### src/rtl/agu_pkg.sv
package agu_pkg;
    typedef enum logic [1:0] {
        AM_UNIT    = 2'd0,
        AM_STRIDED = 2'd1,
        AM_INDEXED = 2'd2,
        AM_UNIT_B  = 2'd3
    } addr_mode_e;

    typedef enum logic [1:0] {
        ST_IDLE   = 2'd0,
        ST_RUN    = 2'd1,
        ST_FINISH = 2'd2
    } seq_state_e;
endpackage

### src/rtl/agu_idx_pick.sv
module agu_idx_pick #(
    parameter int ADDR_W    = 32,
    parameter int IDX_W     = 16,
    parameter int MAX_VL    = 8,
    parameter int SCALE_LOG = 2,
    localparam int EL_W     = (MAX_VL > 1) ? $clog2(MAX_VL) : 1
) (
    input  logic [MAX_VL*IDX_W-1:0] idx_flat,
    input  logic [EL_W-1:0]         sel,
    output logic [ADDR_W-1:0]       byte_off
);
    logic [ADDR_W-1:0] ext_off [MAX_VL];

    for (genvar g = 0; g < MAX_VL; g++) begin : g_entry
        logic [IDX_W-1:0] raw;
        assign raw        = idx_flat[g*IDX_W +: IDX_W];
        assign ext_off[g] = {{(ADDR_W-IDX_W){raw[IDX_W-1]}}, raw} << SCALE_LOG;
    end

    assign byte_off = ext_off[sel];
endmodule

### src/rtl/agu_addr_mux.sv
module agu_addr_mux
    import agu_pkg::*;
#(
    parameter int ADDR_W = 32
) (
    input  addr_mode_e        mode,
    input  logic [ADDR_W-1:0] run_addr,
    input  logic [ADDR_W-1:0] base,
    input  logic [ADDR_W-1:0] idx_off,
    output logic [ADDR_W-1:0] addr
);
    always_comb begin
        unique case (mode)
            AM_INDEXED: addr = base + idx_off;
            default:    addr = run_addr;
        endcase
    end
endmodule

### src/rtl/vec_agu.sv
module vec_agu
    import agu_pkg::*;
#(
    parameter int ADDR_W    = 32,
    parameter int IDX_W     = 16,
    parameter int MAX_VL    = 8,
    parameter int SCALE_LOG = 2,
    localparam int EL_W     = (MAX_VL > 1) ? $clog2(MAX_VL) : 1,
    localparam int VL_W     = $clog2(MAX_VL + 1)
) (
    input  logic                    clk,
    input  logic                    rst_n,
    input  logic                    start,
    input  logic [1:0]              mode,
    input  logic                    is_store,
    input  logic [ADDR_W-1:0]       base,
    input  logic [ADDR_W-1:0]       stride,
    input  logic [MAX_VL*IDX_W-1:0] idx_vec,
    input  logic [VL_W-1:0]         vl,
    output logic                    busy,
    output logic                    out_valid,
    input  logic                    out_ready,
    output logic [EL_W-1:0]         out_elem,
    output logic [ADDR_W-1:0]       out_addr,
    output logic                    out_store,
    output logic                    done
);
    seq_state_e              state_q, state_d;
    addr_mode_e              mode_q;
    logic [EL_W-1:0]         elem_q;
    logic [VL_W-1:0]         vl_q;
    logic [ADDR_W-1:0]       base_q, step_q, acc_q;
    logic [MAX_VL*IDX_W-1:0] idx_q;
    logic                    store_q;
    logic                    take, fire, last;
    logic [ADDR_W-1:0]       idx_off;

    assign take = (state_q == ST_IDLE) && start;
    assign fire = (state_q == ST_RUN) && out_ready;
    assign last = (VL_W'(elem_q) == vl_q - VL_W'(1));

    // next-state logic
    always_comb begin
        state_d = state_q;
        unique case (state_q)
            ST_IDLE: begin
                if (start) state_d = (vl == '0) ? ST_FINISH : ST_RUN;
            end
            ST_RUN: begin
                if (out_ready && last) state_d = ST_FINISH;
            end
            ST_FINISH: state_d = ST_IDLE;
            default:   state_d = ST_IDLE;
        endcase
    end

    // state register and sequencing datapath
    always_ff @(posedge clk) begin
        if (!rst_n) begin
            state_q <= ST_IDLE;
            mode_q  <= AM_UNIT;
            elem_q  <= '0;
            vl_q    <= '0;
            base_q  <= '0;
            step_q  <= '0;
            acc_q   <= '0;
            idx_q   <= '0;
            store_q <= 1'b0;
        end else begin
            state_q <= state_d;
            if (take) begin
                mode_q  <= addr_mode_e'(mode);
                elem_q  <= '0;
                vl_q    <= vl;
                base_q  <= base;
                acc_q   <= base;
                idx_q   <= idx_vec;
                store_q <= is_store;
                step_q  <= (addr_mode_e'(mode) == AM_STRIDED) ? (stride << SCALE_LOG)
                                                              : ADDR_W'(1 << SCALE_LOG);
            end else if (fire && !last) begin
                elem_q <= elem_q + EL_W'(1);
                acc_q  <= acc_q + step_q;
            end
        end
    end

    agu_idx_pick #(
        .ADDR_W(ADDR_W), .IDX_W(IDX_W), .MAX_VL(MAX_VL), .SCALE_LOG(SCALE_LOG)
    ) u_pick (
        .idx_flat(idx_q),
        .sel     (elem_q),
        .byte_off(idx_off)
    );

    agu_addr_mux #(.ADDR_W(ADDR_W)) u_mux (
        .mode    (mode_q),
        .run_addr(acc_q),
        .base    (base_q),
        .idx_off (idx_off),
        .addr    (out_addr)
    );

    // outputs
    always_comb begin
        busy      = (state_q != ST_IDLE);
        out_valid = (state_q == ST_RUN);
        done      = (state_q == ST_FINISH);
        out_elem  = elem_q;
        out_store = store_q;
    end

    AST_STALL_HOLD: assert property (@(posedge clk) disable iff (!rst_n)
        out_valid && !out_ready |=> out_valid && $stable(out_addr) && $stable(out_elem)
                                    && $stable(out_store));
    AST_ELEM_STEP: assert property (@(posedge clk) disable iff (!rst_n)
        out_valid && out_ready && !done && (VL_W'(out_elem) + VL_W'(1) < vl_q)
        |=> out_valid && (out_elem == $past(out_elem) + EL_W'(1)));
    AST_ELEM_BOUND: assert property (@(posedge clk) disable iff (!rst_n)
        out_valid |-> (VL_W'(out_elem) < vl_q));
    AST_DONE_AFTER_LAST: assert property (@(posedge clk) disable iff (!rst_n)
        out_valid && out_ready && (VL_W'(out_elem) + VL_W'(1) == vl_q) |=> done);
    AST_DONE_PULSE: assert property (@(posedge clk) disable iff (!rst_n)
        done |=> !done && !out_valid);
    AST_VALID_EXCL: assert property (@(posedge clk) disable iff (!rst_n)
        !(out_valid && done));
endmodule

### config.mk
export PLATFORM = sky130hd
export DESIGN_NAME = vec_agu
export DESIGN_NICKNAME = d
export VERILOG_FILES = /design/src/rtl/agu_pkg.sv /design/src/rtl/agu_idx_pick.sv /design/src/rtl/agu_addr_mux.sv /design/src/rtl/vec_agu.sv
export SDC_FILE = /design/constraint.sdc
export NUM_CORES = 1
export LEC_CHECK = 0
export BUFFER_PORTS_ARGS = -buffer_cell sky130_fd_sc_hd__buf_2
export CAP_MARGIN = 20
export CELL_PAD_IN_SITES_DETAIL_PLACEMENT = 1
export CELL_PAD_IN_SITES_GLOBAL_PLACEMENT = 2
export CORE_UTILIZATION = 30
export DETAILED_ROUTE_END_ITERATION = 10
export HOLD_SLACK_MARGIN = 0.15
export PLACE_DENSITY = 0.83
export SLEW_MARGIN = 20
export SYNTH_ARGS = -nofsm -noshare
export SYNTH_HDL_FRONTEND = slang
export SYNTH_SLANG_ARGS = --single-unit
### constraint.sdc
create_clock -name clk -period 7.5 [get_ports clk]
set_clock_uncertainty 0.2 [all_clocks]
set_input_delay 0 -clock clk [delete_from_list [all_inputs] [get_ports clk]]
set_output_delay 0 -clock clk [all_outputs]
set_load 0.02 [all_outputs]
==> results of run 1 <==
-- synth_stat cells (3+ instances only) --
cell         n  area (µm²)
mux2_2      16         180
o31ai_1      7        52.6
and4_1       3        26.3
a2111oi_0    3        26.3
o21bai_1    14         105
nor2b_1      9        56.3
mux4_2      32         721
o21ai_1      4        20.0
o311a_1      3        30.0
nand2b_1     6        37.5
and2_1       4        25.0
buf_2       13        65.1
clkbuf_1    90         338
buf_1        8        30.0
or3_1        5        31.3
a311oi_1     6        52.6
nand2_1    444        1670
a211oi_1    11        82.6
a21oi_1    239        1200
a22o_1      29         254
o211ai_1     8        60.1
a211o_1      5        43.8
mux2i_1      5        50.1
a22oi_1      3        22.5
and3_1      13        81.3
xor2_1      26         228
nor3_1      19        95.1
or4_1        4        30.0
dfxtp_1    234        4680
a21boi_0     7        52.6
ha_1        60         751
xnor2_1     18         158
nor2_1      41         154
nand4_1     19         119
a21o_1      31         233
a31oi_1     15        93.8
nand3_1     21         105
o21ai_0     56         280
inv_1       21        78.8
o22ai_1      4        25.0
o21a_1       5        37.5
-- metrics by stage --
| stage | instances | hold slack (ps) |
|---|---|---|
| 3_5_place_dp | 2278 | 14.8 |
| 2_1_floorplan | 1603 | -74.3 |
| 3_3_place_gp | 2278 | 15.5 |
-- kinds of logic after synthesis --
logic type | share of synthesized area, %
AO/OA/AOI/OAI | 22.7
XOR/XNOR | 3.19
adder cells (fa/ha/maj) | 6.18
buffers and inverters | 4.25
flip-flops | 36.6
multiplexers | 7.43
AND/OR/NAND/NOR | 19.7
==> summary.md, run 1 <==
| Metric | Value |
|---|---|
| Post-synth cell types | 70 |
| Inserted Clock Buffers | 27 |
| # Post-CTS Setup Buffers | 0 |
| H-tree depth | 1 |
| # rows | 75 |
| Mapped cell area | 0.0128 mm² |
| Ys Warns | 0 |
| Initial core utilization | a little under a third |
| #FFs+latches synth | 234 |
| GPL Wtd Cong | around 0.87 |
| Worst slack, placed | 2840 ps |
| Root buf cell | clkbuf_16 |
| Maximum clock path buffer count | 3 |
| EDFF count, synth | 0 |
| Seq/Total Area, Yosys | 36.6% |
| Status | stopped before the end |
| Die height | about 210 µm |
| Die width | roughly 210 µm |
| Synth Area per Inst | 7.99 µm² |
| Placed cell area | 0.0143 mm² |
| Post-synth ARST share | 0% |
| Exit stage | clock tree synthesis |
| Post-CTS sizing | 0 |
| Run-stopping error | [ERROR RSZ-0060] Max buffer count reached. |
| Gate Count Post-Synth | 1,603 |
| # hold bufs at CTS | 466 |
| Ys flop type | dfxtp_1 |
| # clock sinks | 234 |
| Syn_nets | 1,868 |
| Input/output buffers | ~240 |
| Post-detail-place hpwl | 34,100 µm |
| IO Count | 242 |
==> inputs of run 2 (changes only) <==
--- a/config.mk
+++ b/config.mk
@@ -7,12 +7,9 @@
 export LEC_CHECK = 0
 export BUFFER_PORTS_ARGS = -buffer_cell sky130_fd_sc_hd__buf_2
 export CAP_MARGIN = 20
-export CELL_PAD_IN_SITES_DETAIL_PLACEMENT = 1
-export CELL_PAD_IN_SITES_GLOBAL_PLACEMENT = 2
-export CORE_UTILIZATION = 30
+export CORE_UTILIZATION = 20
 export DETAILED_ROUTE_END_ITERATION = 10
-export HOLD_SLACK_MARGIN = 0.15
-export PLACE_DENSITY = 0.83
+export PLACE_DENSITY_LB_ADDON = 0.15
 export SLEW_MARGIN = 20
 export SYNTH_ARGS = -nofsm -noshare
 export SYNTH_HDL_FRONTEND = slang
==> run 2 against run 1 <==
- the run now ends clean
- area after synthesis unchanged
- synthesized cell count did not move
==> summary.md, run 2 <==
| Metric | Value |
|---|---|
| Lkg Pwr | 8.13 nW |
| Slew @ Worst Pin | 1040 ps |
| GRT Total Usage | 16.3% |
| FMAX | 187 MHz |
| Power share of the combinational group | a little under a quarter |
| Sw power | 1.12 mW |
| Min-delay worst type | in -> reg |
| Commonest non-fill, non-tap cell in the layout | nand2_1 |
| H-tree depth | 1 |
| Max reg flops | approximately 130 |
| Detail Route Antenna Nets | 0 |
| #FFs+latches synth | between 200 and 250 |
| Input/output buffers | 239 |
| Layout fillers | 6,717 |
| Via count | 13,800 |
| # clock sinks | 234 |
| Commonest cells after routing, fill and taps aside | 443 x nand2_1, 393 x dlygate4sd3_1, 239 x a21oi_1, 239 x buf_2, 232 x dfxtp_1 |
| Grt total ovfl | 0 |
| DR pass1 iterations | 5 |
| Maximum clock path buffer count | 3 |
| Final Max Slew Viols | 0 |
| Nets | 2,432 |
| Inserted Clock Buffers | 30 |
| Ys Warns | 0 |
| Synth cell count leaders | 444 x nand2_1, 239 x a21oi_1, 234 x dfxtp_1 |
| Req. time, crit path | 7300 ps |
| CTS tree | yes |
| Die width | 255 µm |
| Initial core utilization | 20.3% |
| Root buf cell | clkbuf_16 |
| CP bufs+invs | 2 |
| Core area | 0.0632 mm² |
| Worst path cell trace | buf_12, mux4_2, mux2_2, ha_1, fa_1, a21o_1, a22oi_1, a2bb2oi_1, o2bb2ai_1, o41ai_1, xor2_1, o21ai_0, buf_2 |
| Pint | 2.55 mW |
| EDFF count, synth | 0 |
| Seq/Total Area, Yosys | ~37% |
| Post-detail-place hpwl | 38,500 µm |
| Part of the cycle the worst path needs | 71.3% |
| Initial DRC Count | 739 |
| Layout cells sized above 1 | 16.4% |
| Worst slew margin | a little under a third |
| Drt wl/cell | between 15 and 20 µm |
| Tot Pwr | about 3.7 mW |
| Synth Area per Inst | 7.99 µm² |
| IO Count | 242 |
| Clock Power Share | between 30% and 40% |
| Die ar. | 0.0650 mm² |
| Status | complete, no violations |
| Vias in the first global route | 14,000 |
| Largest reg by FF count | idx_q |
| Pin count of the biggest net entering global routing | 127 |
| Sw Ratio | 30.6% |
| # rows | 92 |
| Number of max-cap violations | 0 |
| Sequential power share | 38.1% |
| Hold_ws | about 15 ps |
| CP delay by family, top | compound AO/OA/AOI/OAI gates |
| Worst Path Class, Setup | reg -> out |
| First-pass GRT wire length | 81,300 µm |
| RSZ-0062 raised after global routing | false |
| Top cell type's share of synthesized area | 36.6% |
| Post-synth cell types | 70 |
| Largest regs | idx_q: 128 flops, acc_q: 32 flops, base_q: 32 flops |
| Crit path launch type | register |
| Worst slack, placed | 2720 ps |
| Setup tns final | 0 ps |
| Initial antenna violation count | 4 |
| Pwr dens | 187 mW/mm² |
| Non-filler cells, final | 3,037 |
| Mapped cell area | around 0.013 mm² |
| Syn_nets | roughly 1,900 |
| Clock Pin Slew Worst Setup and Hold Paths | 60 ps |
| Gate Count Post-Synth | 1,603 |
| Die height | ~250 µm |
| IR drop worst, VDD | 0.163 mV |
| Count leader, synth | nand2_1 |
| Clock latency at the later pin of the worst-skew pair | 610 ps |
| Post-layout util | between 30% and 40% |
| Total wire length | approximately 54,000 µm |
| Layout area overhead | 53.5% |
| # DRC | 0 |
| CP max stage delay | roughly 700 ps |
| Placed cell area | 0.0147 mm² |
| Max stage delay cell, worst path | dfxtp_2 |
| Setup crit end kind | primary output |
| Ys flop type | dfxtp_1 |
| Area leader, netlist | dfxtp_1 |
| Worst-path fanout max | 25 |
| Setup violators final | 0 |
| Post-synth ARST share | 0% |
| Final Hold Viols | 0 |
| Post-CTS sizing | 0 |
| Vias per cell | 4.56 |
| Fin worst setup slack | 2160 ps |
| Design Area, Final | 0.0197 mm² |
| Crit path time final | 5340 ps |
| Synth area leaders | dfxtp_1 37%, nand2_1 13%, a21oi_1 9.3% |
| Critical path data arrival time | 5140 ps |
| Dpl cells | 2,588 |
| GPL Wtd Cong | 0.827 |
[run 2: cell counts after synthesis]
No cell type changed its count.
[run 2: tightest hold or removal path, cell delays in order]
cell and delay, ps:
dlygate4sd3_1 550, buf_2 120, nand2_1 50, a21oi_1 50
[run 2: final timing paths]
| kind | start | to | slack, ps | depth (start not counted) |
|---|---|---|---|---|
| setup / recovery | out_elem[0] | out_addr[28] | 2160 | 13 |
| hold / removal | idx_vec[125] | idx_q[125] | 10 | 4 |
| setup reg to reg | state_q[0] | step_q[22] | 3920 | 7 |
| hold reg to reg | idx_q[115] | idx_q[115] | 250 | 2 |
[run 2: power groups by stage]
stage / logic (mW) / registers, mW / clock network [mW]
after floorplan: 0.437 / 1.40 / 0
after global placement: 0.674 / 1.43 / 0
after detailed placement: 0.677 / 1.43 / 0
after CTS: 0.832 / 1.40 / 1.49
after global routing: 0.913 / 1.41 / 1.54
final: 0.829 / 1.40 / 1.44
[run 2: area by class of cell]
cell class / count / area, µm² / share of cell area [%]
Multi-Input combinational cell: 1233 / 7590 / 38.6
Timing Repair Buffer: 647 / 5260 / 26.7
Clock buffer: 45 / 847 / 4.31
Clock inverter: 7 / 118 / 0.598
Antenna cell: 4 / 10.0 / 0.0509
Tap cell: 846 / 1060 / 5.39
Inverter: 21 / 83.8 / 0.427
Sequential cell: 234 / 4690 / 23.8
[run 2: logic make-up (layout without fill, tap and decap cells)]
kind of cell / count (synthesis) / count (layout) / share of synthesized area (%)
simple gates: 599 / 599 / 19.7
flops: 234 / 234 / 36.6
fa+ha+maj: 62 / 62 / 6.18
compound gates: 474 / 474 / 22.7
other cells: 0 / 4 / 0
buf+inv: 136 / 720 / 4.25
xor+xnor: 45 / 45 / 3.19
mux: 53 / 53 / 7.43
[run 2: repair_timing]
item                                   4_1_cts  5_1_grt
endpoints found under the hold margin      234        0
buffers inserted                             0        0
hold buffers                               393        0
[run 2: routing by layer]
| metal | track usage (%) | wire length [µm] | part of all wire (%) |
|---|---|---|---|
| met5 | 0 | 8 | 0.015 |
| met4 | 3.46 | 880 | 1.6 |
| met3 | 2.94 | 2670 | 4.9 |
| met2 | 28.2 | 26300 | 49 |
| met1 | 20.8 | 24300 | 45 |
No activity file was read; power rests on OpenSTA's default activity.
==> inputs of run 3 (changes only) <==
==> constraint.sdc (replaced) <==
create_clock -name clk -period 5.1 [get_ports clk]
set_clock_uncertainty 0.2 [all_clocks]
set_input_delay 0 -clock clk [delete_from_list [all_inputs] [get_ports clk]]
set_output_delay 0 -clock clk [all_outputs]
set_load 0.02 [all_outputs]
==> run 3 against run 2 <==
- combinational power is 48% higher
- register-to-register slack lost 2000 ps
- worst setup slack worse by 2000 ps
- critical endpoint is now out_addr[31]
- power increased by 45%
- sequential share of layout area increased by 0.088 points
- via count shrank 0.24%
- largest cell class unchanged
- clock power increased by 42%
- flip-flop and latch count unchanged
- clock-buffer cell count down 4
- sequential power rose by 47%
==> summary.md, run 3 (synthesis results as in run 2) <==
| Metric | Value |
|---|---|
| Status | complete, no violations |
| Via count | between 10,000 and 15,000 |
| Setup tns final | 0 ps |
| Critical path data arrival time | 4710 ps |
| Drt wl/cell | 18.2 µm |
| Max reg flops | 128 |
| Crit path time final | 4910 ps |
| Commonest cells after routing, fill and taps aside | 443 x nand2_1, 385 x dlygate4sd3_1, 239 x a21oi_1, 239 x buf_2, 232 x dfxtp_1 |
| Pwr dens | 272 mW/mm² |
| Worst slack, placed | 840 ps |
| Initial antenna violation count | 4 |
| Crit path launch type | register |
| Design Area, Final | slightly below 0.02 mm² |
| DR pass1 iterations | 5 |
| First-pass GRT wire length | 82,700 µm |
| Worst path cell trace | buf_4, mux4_2, mux2_2, ha_1, and3_1, nand2_1, o311a_1, o31ai_1, xnor3_1, o21ai_0, buf_2 |
| Max stage delay cell, worst path | mux4_2 |
| IO Count | 242 |
| Layout fillers | 6,684 |
| Root buf cell | clkbuf_16 |
| Worst-path fanout max | 12 |
| # rows | 92 |
| HP Start | idx_vec[49] |
| Pin count of the biggest net entering global routing | 114 |
| Largest reg by FF count | idx_q |
| GRT Total Usage | 16.7% |
| Final Max Slew Viols | 0 |
| Die ar. | 0.0650 mm² |
| Initial core utilization | between 20% and 30% |
| Min-delay worst type | in -> reg |
| Lkg Pwr | 8.12 nW |
| Slew @ Worst Pin | 981 ps |
| Post-layout util | 31.0% |
| Die height | 255 µm |
| RSZ-0062 raised after global routing | false |
| Highest Signal Layer | met5 |
| # Post-CTS Setup Buffers | 0 |
| Met2 WL | about 27,000 µm |
| Sw Ratio | 31.2% |
| IR drop worst, VDD | 0.280 mV |
| CP delay by family, top | compound AO/OA/AOI/OAI gates |
| WHS Path Cells | 4 |
| Layout cells sized above 1 | between 15 and 20% |
| H-tree depth | 1 |
| Hold_ws | 29.1 ps |
| # clock sinks | 234 |
| Non-filler cells, final | just over 3,000 |
| Tot Pwr | around 5.3 mW |
| Number of max-cap violations | 0 |
| R2r startpoint | acc_q[2] |
| Setup crit end kind | primary output |
| Clock Pin Slew Worst Setup and Hold Paths | 60 ps |
| Worst slew margin | 34.0% |
| Total wire length | 55,200 µm |
| Final Hold Viols | 0 |
| Part of the cycle the worst path needs | 96.2% |
| Input/output buffers | between 200 and 250 |
| Sequential power share | 38.6% |
| Setup violators final | 0 |
| Vias in the first global route | 14,000 |
| CP max stage delay | 580 ps |
| Clock Power Share | 38.3% |
| Worst-case hold path end point | idx_q[49] |
| Die width | 255 µm |
| Worst Path Class, Setup | reg -> out |
| Post-detail-place hpwl | 39,300 µm |
| Initial DRC Count | between 700 and 800 |
| DRT met1 WL | 24,900 µm |
| Dpl cells | 2,590 |
| Commonest non-fill, non-tap cell in the layout | nand2_1 |
| Core area | 0.0632 mm² |
| Fin worst setup slack | 193 ps |
| Largest regs | idx_q: 128 flops, acc_q: 32 flops, base_q: 32 flops |
| CTS tree | yes |
| FMAX | 204 MHz |
| Grt total ovfl | 0 |
| Nets | 2,426 |
| Met3 Wirelength | 2620 µm |
| Detail Route Antenna Nets | 0 |
| Clock latency at the later pin of the worst-skew pair | around 600 ps |
| Number of cells on the worst reg-to-reg path | 9 |
| Sw power | 1.66 mW |
| Maximum clock path buffer count | 3 |
| Inserted Clock Buffers | 30 |
| Vias per cell | 4.56 |
| Layout area overhead | 53.0% |
| Power share of the combinational group | about 23% |
| Pint | 3.66 mW |
| Placed cell area | around 0.015 mm² |
| GPL Wtd Cong | 0.831 |
| # DRC | 0 |
| FF-to-FF End | acc_q[26] |
| CP bufs+invs | 2 |
| Req. time, crit path | a little under 5000 ps |
| Reg2reg setup slack | 1910 ps |
==> run 3: cell count changes in the layout (fill, tap and decap cells not counted), sizes merged <==
cell         change
buf              +2
bufinv           -2
clkbuf           -4
clkinv           +4
dlygate4sd3      -8
inv              +1
==> run 3: worst max-delay path by stage <==
stage | startpoint | to | slack [ps] | cells after the start
2_1_floorplan | out_elem[0] | out_addr[28] | 970 | 13
3_3_place_gp | out_elem[0] | out_addr[28] | 810 | 13
3_5_place_dp | out_elem[0] | out_addr[31] | 840 | 11
4_1_cts | out_elem[0] | out_addr[28] | 160 | 13
5_1_grt | out_elem[0] | out_addr[29] | 40 | 12
6_report | out_elem[0] | out_addr[31] | 190 | 11
==> run 3: power groups by stage <==
| stage | Clock [mW] | Combinational (mW) | Sequential (mW) |
|---|---|---|---|
| 4_1_cts | 2.11 | 1.23 | 2.06 |
| 6_report | 2.04 | 1.23 | 2.06 |
| 3_3_place_gp | 0 | 1.01 | 2.10 |
| 2_1_floorplan | 0 | 0.642 | 2.05 |
| 5_1_grt | 2.18 | 1.36 | 2.07 |
| 3_5_place_dp | 0 | 1.01 | 2.10 |
==> run 3: repair_timing <==
action / 4_1_cts / 5_1_grt
hold buffers: 385 / 0
gates resized for setup: 0 / 3
hold endpoints to repair: 234 / 0
setup endpoints to repair: 0 / 3
==> run 3: cell type report <==
class                   count  area, µm²  share of cell area, %
flip-flops and latches    234       4690                   23.9
well taps                 846       1060                   5.41
multi-input cells        1233       7600                   38.8
repair buffers            641       5200                   26.6
inverters                  21       83.8                  0.428
clock inverters            10       82.6                  0.422
clock buffers              41        852                   4.35
diodes                      4       10.0                 0.0511
==> run 3: worst min-delay path, cell delays in order <==
cell	delay [ps]
dlygate4sd3_1	550
buf_2	130
nand2_1	50
a21oi_1	50
==> run 3: routing by layer <==
metal  vias to the layer above  track usage [%]
met1                      6603             21.8
met2                       338             28.5
met5                         -                0
met3                        65             2.90
met4                         2             3.71
li1                       6802                -
